<file path="src/rtl/dit_pkg.sv">
package dit_pkg;

    typedef enum logic [1:0] {
        CK_DIV2   = 2'b00,
        CK_DIV32  = 2'b01,
        CK_DIV512 = 2'b10,
        CK_EXT    = 2'b11
    } clk_sel_e;

    typedef enum logic [0:0] {
        CH_IDLE  = 1'b0,
        CH_COUNT = 1'b1
    } ch_state_e;

    localparam logic [1:0] ADDR_CMP_A = 2'd0;
    localparam logic [1:0] ADDR_CMP_B = 2'd1;
    localparam logic [1:0] ADDR_FLG_A = 2'd2;
    localparam logic [1:0] ADDR_FLG_B = 2'd3;

    localparam int NUM_CH   = 2;
    localparam int NUM_TAPS = 3;

endpackage

</file>
<file path="src/rtl/dit_prescaler.sv">
module dit_prescaler #(
    parameter int SH_LO  = 1,
    parameter int SH_MID = 5,
    parameter int SH_HI  = 9
) (
    input  logic       clk,
    input  logic       rst_n,
    input  logic       inst_en,
    output logic [2:0] taps
);
    localparam int DIV_W = SH_HI;

    logic [DIV_W-1:0] div_q;

    function automatic int shift_of(input int idx);
        case (idx)
            0:       return SH_LO;
            1:       return SH_MID;
            default: return SH_HI;
        endcase
    endfunction

    always_ff @(posedge clk or negedge rst_n) begin
        if (!rst_n) begin
            div_q <= '0;
        end else if (inst_en) begin
            div_q <= div_q + 1'b1;
        end
    end

    // each tap fires on the strobe that rolls its low bits over
    for (genvar gt = 0; gt < 3; gt++) begin : g_tap
        localparam int SH = shift_of(gt);
        assign taps[gt] = inst_en && (&div_q[SH-1:0]);
    end

endmodule

</file>
<file path="src/rtl/dit_edge_sync.sv">
module dit_edge_sync #(
    parameter int SYNC_STAGES = 2
) (
    input  logic clk,
    input  logic rst_n,
    input  logic pin,
    output logic pulse
);
    localparam int SH_W = SYNC_STAGES + 1;

    logic [SH_W-1:0] shift_q;

    always_ff @(posedge clk or negedge rst_n) begin
        if (!rst_n) begin
            shift_q <= '0;
        end else begin
            shift_q <= {shift_q[SH_W-2:0], pin};
        end
    end

    // one-cycle pulse on a synchronized low-to-high change
    assign pulse = shift_q[SH_W-2] & ~shift_q[SH_W-1];

endmodule

</file>
<file path="src/rtl/dit_channel.sv">
module dit_channel
    import dit_pkg::*;
#(
    parameter int CNT_W = 8
) (
    input  logic             clk,
    input  logic             rst_n,
    input  logic             run,
    input  logic             tick,
    input  logic             hit,
    input  logic             quiet,
    input  logic             flag_clr,
    output logic [CNT_W-1:0] count,
    output logic             sq,
    output logic             irq
);
    ch_state_e state_q, state_d;
    logic      end_evt;

    // state register
    always_ff @(posedge clk or negedge rst_n) begin
        if (!rst_n) begin
            state_q <= CH_IDLE;
        end else begin
            state_q <= state_d;
        end
    end

    // next state
    always_comb begin
        state_d = state_q;
        unique case (state_q)
            CH_IDLE:  if (run)  state_d = CH_COUNT;
            CH_COUNT: if (!run) state_d = CH_IDLE;
            default:            state_d = CH_IDLE;
        endcase
    end

    assign end_evt = (state_q == CH_COUNT) && run && tick && hit;

    // outputs: counter, toggle, flag
    always_ff @(posedge clk or negedge rst_n) begin
        if (!rst_n) begin
            count <= '0;
            sq    <= 1'b0;
            irq   <= 1'b0;
        end else begin
            unique case (state_q)
                CH_IDLE: begin
                    count <= '0;
                end
                CH_COUNT: begin
                    if (!run) begin
                        count <= '0;
                    end else if (tick) begin
                        if (hit) begin
                            count <= '0;
                            if (!quiet) sq <= ~sq;
                        end else begin
                            count <= count + 1'b1;
                        end
                    end
                end
                default: count <= '0;
            endcase

            if (end_evt && !quiet) begin
                irq <= 1'b1;
            end else if (flag_clr) begin
                irq <= 1'b0;
            end
        end
    end

endmodule

</file>
<file path="src/rtl/dual_interval_timer.sv">
module dual_interval_timer
    import dit_pkg::*;
#(
    parameter int         CNT_W    = 8,
    parameter int         SH_LO    = 1,
    parameter int         SH_MID   = 5,
    parameter int         SH_HI    = 9,
    parameter logic [1:0] EXT_MASK = 2'b01
) (
    input  logic             clk,
    input  logic             rst_n,
    input  logic             inst_en,
    input  logic             ext_clk_pin,
    input  logic             wr_en,
    input  logic [1:0]       wr_addr,
    input  logic [CNT_W-1:0] wr_data,
    input  logic             run_a,
    input  logic             run_b,
    input  logic             cascade,
    input  logic [1:0]       sel_a,
    input  logic [1:0]       sel_b,
    output logic             sq_a,
    output logic             sq_b,
    output logic             irq_a,
    output logic             irq_b
);
    localparam int WIDE_W = 2 * CNT_W;

    logic [2:0]        taps;
    logic              ext_pulse;
    logic [CNT_W-1:0]  cmp_q [NUM_CH];
    logic [CNT_W-1:0]  cnt_v [NUM_CH];
    logic [1:0]        sel_v [NUM_CH];
    logic [NUM_CH-1:0] tick_src, ch_tick, ch_hit, ch_run, ch_quiet, ch_clr;
    logic [NUM_CH-1:0] ch_sq, ch_irq, hit8;
    logic              hit16, low_full;

    dit_prescaler #(.SH_LO(SH_LO), .SH_MID(SH_MID), .SH_HI(SH_HI)) u_presc (
        .clk     (clk),
        .rst_n   (rst_n),
        .inst_en (inst_en),
        .taps    (taps)
    );

    dit_edge_sync #(.SYNC_STAGES(2)) u_ext (
        .clk   (clk),
        .rst_n (rst_n),
        .pin   (ext_clk_pin),
        .pulse (ext_pulse)
    );

    assign sel_v[0] = sel_a;
    assign sel_v[1] = sel_b;

    for (genvar gi = 0; gi < NUM_CH; gi++) begin : g_reg
        localparam logic [1:0] CMP_ADDR = ADDR_CMP_A + 2'(gi);
        localparam logic [1:0] FLG_ADDR = ADDR_FLG_A + 2'(gi);

        always_ff @(posedge clk or negedge rst_n) begin
            if (!rst_n) begin
                cmp_q[gi] <= '0;
            end else if (wr_en && wr_addr == CMP_ADDR) begin
                cmp_q[gi] <= wr_data;
            end
        end

        assign ch_clr[gi] = wr_en && (wr_addr == FLG_ADDR) && (wr_data == '0);

        // count source: prescaler tap or, where fitted, the external pin
        assign tick_src[gi] =
            (sel_v[gi] == CK_DIV2)   ? taps[0] :
            (sel_v[gi] == CK_DIV32)  ? taps[1] :
            (sel_v[gi] == CK_DIV512) ? taps[2] :
            (EXT_MASK[gi] ? ext_pulse : 1'b0);

        assign hit8[gi] = (cnt_v[gi] == cmp_q[gi]);
    end

    assign hit16    = ({cnt_v[1], cnt_v[0]} == WIDE_W'({cmp_q[1], cmp_q[0]}));
    assign low_full = &cnt_v[0];

    // pair wiring: B follows A's source and run control when joined
    assign ch_tick[0]  = tick_src[0];
    assign ch_tick[1]  = cascade ? (tick_src[0] && (low_full || hit16)) : tick_src[1];
    assign ch_hit[0]   = cascade ? hit16 : hit8[0];
    assign ch_hit[1]   = cascade ? hit16 : hit8[1];
    assign ch_run[0]   = run_a;
    assign ch_run[1]   = cascade ? run_a : run_b;
    assign ch_quiet[0] = 1'b0;
    assign ch_quiet[1] = cascade;

    for (genvar gc = 0; gc < NUM_CH; gc++) begin : g_ch
        dit_channel #(.CNT_W(CNT_W)) u_ch (
            .clk      (clk),
            .rst_n    (rst_n),
            .run      (ch_run[gc]),
            .tick     (ch_tick[gc]),
            .hit      (ch_hit[gc]),
            .quiet    (ch_quiet[gc]),
            .flag_clr (ch_clr[gc]),
            .count    (cnt_v[gc]),
            .sq       (ch_sq[gc]),
            .irq      (ch_irq[gc])
        );
    end

    assign sq_a  = ch_sq[0];
    assign sq_b  = ch_sq[1];
    assign irq_a = ch_irq[0];
    assign irq_b = ch_irq[1];

endmodule

</file>
<file path="config.mk">
export PLATFORM = sky130hd
export DESIGN_NAME = dual_interval_timer
export DESIGN_NICKNAME = d
export VERILOG_FILES = /design/src/rtl/dit_pkg.sv /design/src/rtl/dit_prescaler.sv /design/src/rtl/dit_edge_sync.sv /design/src/rtl/dit_channel.sv /design/src/rtl/dual_interval_timer.sv
export SDC_FILE = /design/constraint.sdc
export NUM_CORES = 1
export LEC_CHECK = 0
export CAP_MARGIN = 30
export CORE_ASPECT_RATIO = 1.2
export CORE_MARGIN = 3
export CORE_UTILIZATION = 45
export DETAILED_ROUTE_END_ITERATION = 10
export DONT_BUFFER_PORTS = 1
export PLACE_DENSITY_LB_ADDON = 0.12
export SYNTH_ARGS = -nofsm -noshare
export SYNTH_HDL_FRONTEND = slang
export SYNTH_SLANG_ARGS = --single-unit
</file>
<file path="constraint.sdc">
create_clock -name clk -period 3.2 [get_ports clk]
set_input_delay 0.96 -clock clk [delete_from_list [all_inputs] [get_ports clk]]
set_output_delay 0.96 -clock clk [all_outputs]
set_load 0.1 [all_outputs]
</file>
After elaboration in Yosys (flattened, before gate mapping) --
Cells that the tools add are included.
Storage, ports and cells: flip-flop bits (word level) 50, bits in latches 0, memory bits (writable) 0, memory bits (read-only) 0, bits of input ports 22, output and inout bits 4, word-level logic and storage cells 88, memories kept 0
Operators by class: add/sub/neg operators 3, multipliers 0, div/mod/pow operators 0, $lt $le $gt $ge 0, equal/unequal tests 12, shifts and indexed selects 0, mux-type cells 24, bitwise logic cells 7, reductions and logical operators 30
Operators with widths (count):
- 8-bit 2-to-1 mux | 6
- 8-bit case mux with 2 select lines | 2
- 1-bit logical AND | 17
- 8-bit by 1-bit adder with 8-bit output, second input constant | 2
- 16-bit equality test | 1
- 8-bit equality test | 2
- 1-bit 2-to-1 mux | 16
- 5-bit AND reduction | 2
- 9-bit by 1-bit adder with 9-bit output, second input constant | 1
- 9-bit AND reduction | 1
- 2-bit equality test, second input constant | 4
- 8-bit logical NOT | 1
- 8-bit AND reduction | 1
- 2-bit by 1-bit equality test with 1-bit output, second input constant | 3
- 2-bit logical NOT | 3
- 1-bit inverter | 6
- 4-bit AND reduction | 1
- 2-bit nonzero test | 2
- 3-bit by 2-bit inequality test with 1-bit output, second input constant | 1
- 3-bit inequality test, second input constant | 1
- 1-bit bitwise AND | 1
- 1-bit logical NOT | 1
- 1-bit logical OR | 1

Longest topological paths before layout --
depth after elaboration 11, gate-level depth with buffers 10, mapped depth without buffers 10

Cells and area by module --
Synthesis repeated with hierarchy kept, for this count alone.
Second synthesis, totals: cells, all modules 228, area, all modules 2598.7 um2
By module, submodules not included:
- dit_channel | times used 2, cells an instance 54, area each 553.0 um2, seq. area each 275.3 um2
- dual_interval_timer | times used 1, cells an instance 79, area each 947.2 um2, seq. area each 400.4 um2
- dit_prescaler | times used 1, cells an instance 37, area each 456.7 um2, seq. area each 225.2 um2
- dit_edge_sync | times used 1, cells an instance 4, area each 88.8 um2, seq. area each 75.1 um2

Worst setup path before layout --
No wires, ideal clock.
path kind reg-to-reg, start point register u_presc.div_q[0], end point register g_ch[1].u_ch.count[7], library setup time 0.127 ns, arrival time 2.106 ns, data required time 3.073 ns, slack 0.967 ns, cell stages (with the launch flop) 11, cells stage by stage dfrtp_1 -> ha_1 -> and3_1 -> and3_1 -> ha_1 -> and3b_1 -> o21ai_2 -> a21oi_1 -> o22ai_4 -> nand2b_4 -> o22ai_2
On the way: word-level cells in the longest chain between the ends 8
Ends and longest elaborated chain:
- from (decl) | line dit_prescaler.sv:13 | logic [DIV_W-1:0] div_q;
- from (signal assigned) | line dit_prescaler.sv:27 | div_q <= div_q + 1'b1;
- 9-bit AND reduction | line dit_prescaler.sv:34 | assign taps[gt] = inst_en && (&div_q[SH-1:0]);
- 1-bit logical AND | line dit_prescaler.sv:34
- 1-bit 2-to-1 mux | line dual_interval_timer.sv:73 | (sel_v[gi] == CK_DIV512) ? taps[2] :
- 1-bit 2-to-1 mux | line dual_interval_timer.sv:72 | (sel_v[gi] == CK_DIV32) ? taps[1] :
- 1-bit 2-to-1 mux | line dual_interval_timer.sv:71 | (sel_v[gi] == CK_DIV2) ? taps[0] :
- 1-bit logical AND | line dual_interval_timer.sv:84 | assign ch_tick[1] = cascade ? (tick_src[0] && (low_full || hit16)) : tick_src[1];
- 1-bit 2-to-1 mux (*) | line dual_interval_timer.sv:84
- 3-bit inequality test (no line) (*)
- to (signal assigned) | line dit_channel.sv:60 | count <= count + 1'b1;
- to (decl) | line dit_channel.sv:13 | output logic [CNT_W-1:0] count,
Mark *: on every way between the ends. The rest lies on a longest branch, timed or not. A chain may end at the register's enable or synchronous reset.

Worst setup path after layout --
Same ends and word-level chain as after synthesis.

==> impl_summary.txt <==
----------------------------------------------------
[Logic synthesis]
  Count of synthesis-stage warnings from yosys ... 0
  Post-synthesis instance total ... 228
  Library cell occupying the most area in the post-synthesis netlist ... sky130_fd_sc_hd__dfrtp_1
  Number of enable flip-flop cells after synthesis ... 0
  Sequential-to-total area share from yosys stat ... 46.8%
  Post-synthesis net count ... between 200 and 300
  Number of different library cells in the post-synthesis netlist ... 45
  Fraction of registers with async set or reset after synthesis ... 100%
  Combined area of all synthesized cells ... roughly 2700 µm²
  Top-area cell type share of the netlist area ... 46.8%
  Count of state elements after synthesis ... 50
  Most used flip-flop cell after synthesis ... sky130_fd_sc_hd__dfrtp_1
  Ranking of synthesized cells by area ... sky130_fd_sc_hd__dfrtp_1 47%, sky130_fd_sc_hd__mux2_2 8.8%, sky130_fd_sc_hd__xnor2_1 6.2%
  Post-Synthesis Mean Instance Area ... 11.7 µm²

[Drt]
  Number of vias in the routed layout ... 1635
  Routed WL ... 4850 µm
  Remaining routing DRC violations ... 0
  Number of nets with antenna violations after detailed routing ... 0
  Drt first-iter violations ... 94
  Pre-antenna DRT Iters ... 4
  Via density per instance ... 5.22
  Wire per inst ... 15.5 µm

[Floorplan]
  Number of placement rows ... 30
  Die Area ... 6910 µm²
  Height of the chip ... approximately 90 µm
  Top-level port count ... 26
  Placeable core region ... 5710 µm²
  Die width ... 76.4 µm
  Starting density of the core ... a little under half

[Power and ir drop]
  Sequential fraction of design power ... between 50% and 60%
  Logic pwr share ... roughly 17%
  Net Switching ... 0.000424 W
  Lkg Pwr ... 1.14 nW
  Int Pwr ... just over 0.001 W
  Peak supply drop ... 0.277 mV
  Power density over the cells ... 509 nW/µm²
  Fraction of power spent switching nets ... 29.3%
  Power share of the clock group ... between 20% and 30%

[STA]
  Worst slew margin relative to its limit ... about two fifths
  Final hold violation count ... 0
  Worst slew pin tran ... 0.920 ns
  Post-route setup slack ... 0.801 ns
  Max Slew Vio Count ... 0
  Part of the cycle the worst path needs ... 75.0%
  Summed negative setup slack over all endpoints ... 0 ns
  Min Hold Slack ... 0.343 ns
  Setup-violating endpoint count in the final report ... 0
  Unrepaired setup endpoints after global routing ... no
  Worst clock skew ... 0.00691 ns
  Timing-limited maximum frequency ... between 0.4 and 0.5 GHz
  Clock period minus final worst setup slack ... 2.40 ns

[GRT]
  Antenna violations before repair ... 0
  First-pass GRT wire length ... 8470 µm
  GRT Resource Usage Total ... 15.2%
  Vias in the first global route ... roughly 1700
  Residual overflow from global routing ... 0
  Pin count of the biggest net entering global routing ... 51

[Setup path]
  Reg-to-reg critical path startpoint ... u_presc.div_q[0]
  Endpoint kind of the worst setup timing path ... register
  Maximum fanout along the worst path ... 8
  Cells along the critical path ... ha_1 > and3_1 > and3_1 > ha_1 > and3b_1 > o21ai_2 > a21oi_1 > o22ai_4 > nand2b_4 > o22ai_2
  Critical-path top delay cell ... sky130_fd_sc_hd__dfrtp_1
  CP max stage delay ... 0.43 ns
  CP top delay family ... simple AND/OR/NAND/NOR gates
  Data arrival time at the worst-slack endpoint ... 2.59 ns
  CP Class ... reg -> reg
  CP required ... around 3.4 ns
  Crit path from ... u_presc.div_q[0]
  Crit path launch type ... register
  Number of buffers and inverters on the critical path ... 0

[Clocking]
  Post-CTS setup repair buffer count ... 0
  Clock net sink count ... 50
  Latest clock arrival within the worst-skew pair ... 0.30 ns
  Reg clk slew, reported paths ... 0.10 ns
  CTS tree ... done
  Clock buffers created by TritonCTS ... 5
  CTS Root Cell ... sky130_fd_sc_hd__clkbuf_8
  CTS Hold Bufs ... 0
  Worst-case clock buffer depth ... 2
  H-Tree Level Count ... 2
  Number of gates resized after cts ... 0

[Layout]
  Sequential standard cell area ... 1250 µm²
  Layout Cells excl Fill ... 313
  Post-synthesis to final-layout area growth ... 6.36%
  Fraction of layout cells with a size suffix above 1 ... between 20% and 30%
  Diodes inserted ... 0
  Net count reported at finish ... 259
  Count of filler cells inserted in the layout ... 535
  Area of the multi-input gates ... about 1400 µm²

[Job]
  Max-cap violation count ... 0

[Placed design]
  Final estimated routing congestion in global placement ... 0.769
  Post-Place Setup Slack ... 0.794 ns
  Post-placement cell count ... ~300
  Number of buffers added on ports ... 0
  Detailed-placement wirelength estimate ... 3660 µm

[Worst hold path]
  Min-Delay Path Class ... in -> async

[Run status]
  Run status ... finished, final reports clean

----------------------------------------------------
## power groups by stage
stage	Clock, W	Sequential (W)	Combinational (W)
after floorplan	0	0.000806	0.000228
after global placement	0	0.000828	0.000251
after detailed placement	0	0.000828	0.000254
after CTS	0.000393	0.000817	0.000255
after global routing	0.000425	0.000831	0.000283
final	0.000381	0.000815	0.000253
## sequential cells by signal, summed over array words and instances (netlist names)
register and cells:
g_ch.u_ch.state_q 2, u_presc.div_q 9, u_ext.shift_q 3, g_ch.u_ch.irq 2
g_ch.u_ch.sq 2, cmp_q 16, g_ch.u_ch.count 16
## synthesized netlist by cell type (2+ instances only)
library cell,n
sky130_fd_sc_hd__xnor2_2,4
sky130_fd_sc_hd__nand4_1,9
sky130_fd_sc_hd__a22o_1,2
sky130_fd_sc_hd__a21oi_1,10
sky130_fd_sc_hd__o22ai_2,6
sky130_fd_sc_hd__mux2i_1,4
sky130_fd_sc_hd__xnor2_1,19
sky130_fd_sc_hd__o21ai_2,4
sky130_fd_sc_hd__dfrtp_1,50
sky130_fd_sc_hd__nor3_1,2
sky130_fd_sc_hd__a21oi_2,2
sky130_fd_sc_hd__mux2_2,21
sky130_fd_sc_hd__and3_1,4
sky130_fd_sc_hd__o21ai_0,4
sky130_fd_sc_hd__o21ai_1,3
sky130_fd_sc_hd__nand3b_1,3
sky130_fd_sc_hd__a21boi_4,2
sky130_fd_sc_hd__nand2_1,16
sky130_fd_sc_hd__nand4_2,4
sky130_fd_sc_hd__ha_1,5
sky130_fd_sc_hd__nor2_1,8
sky130_fd_sc_hd__nand3_1,11
sky130_fd_sc_hd__inv_1,11
sky130_fd_sc_hd__o21a_1,2
sky130_fd_sc_hd__and3b_1,2
## cells by family after synthesis
group	count (synthesis)	synth area share [%]
xor+xnor	24	8.98
simple gates	67	15.3
mux	26	10.8
compound gates	42	13.4
fa+ha+maj	5	2.34
buf+inv	14	2.43
flops	50	46.8
## routing by layer
layer / track usage (%) / part of all wire [%] / vias up
li1: - / - / 832
met1: 21.5 / 49 / 770
met2: 22.9 / 45 / 29
met3: 4.49 / 4.4 / 4
met4: 4.08 / 0.93 / 0
met5: 0 / 0 / -
## path summary, 6_finish.rpt
check	end	slack, ns	cells past startpoint
max	g_ch[1].u_ch.count[7]	0.80	10
min	cmp_q[7]	0.34	0
max reg2reg	g_ch[1].u_ch.count[7]	0.80	10
min reg2reg	u_ext.shift_q[1]	0.36	0
max in group asynchronous	g_ch[1].u_ch.state_q	2.77	0
min in group clk	u_ext.shift_q[1]	0.36	0
## per-stage QoR
stage          area [µm²]  utilization (%)  total power, W
2_1_floorplan        2680                -         0.00103
3_5_place_dp         2750             48.2         0.00108
4_1_cts              2850             49.9         0.00146
5_1_grt              2850             49.9         0.00154
6_report             2850             49.9         0.00145
3_3_place_gp         2750             48.2         0.00108
## placed cells by master, fill, tap and decap left out, drive strengths merged, types with 3 or more instances in the layout
master and n:
a21oi 12, and3 5, clkbuf 5, dfrtp 50, ha 5, inv 12, mux2 22, mux2i 4
nand2 16, nand3 11, nand3b 3, nand4 13, nor2 8, o21ai 11, o22ai 8, xnor2 23
## final cells by class
class	instances	area share (%)
multi-input combinational	164	47.8
sequential	50	44.0
tap	80	3.52
clock buffer	5	2.42
inverter	11	1.45
clock inverter	3	0.879
Note: power is estimated with default switching activity, not from simulation.
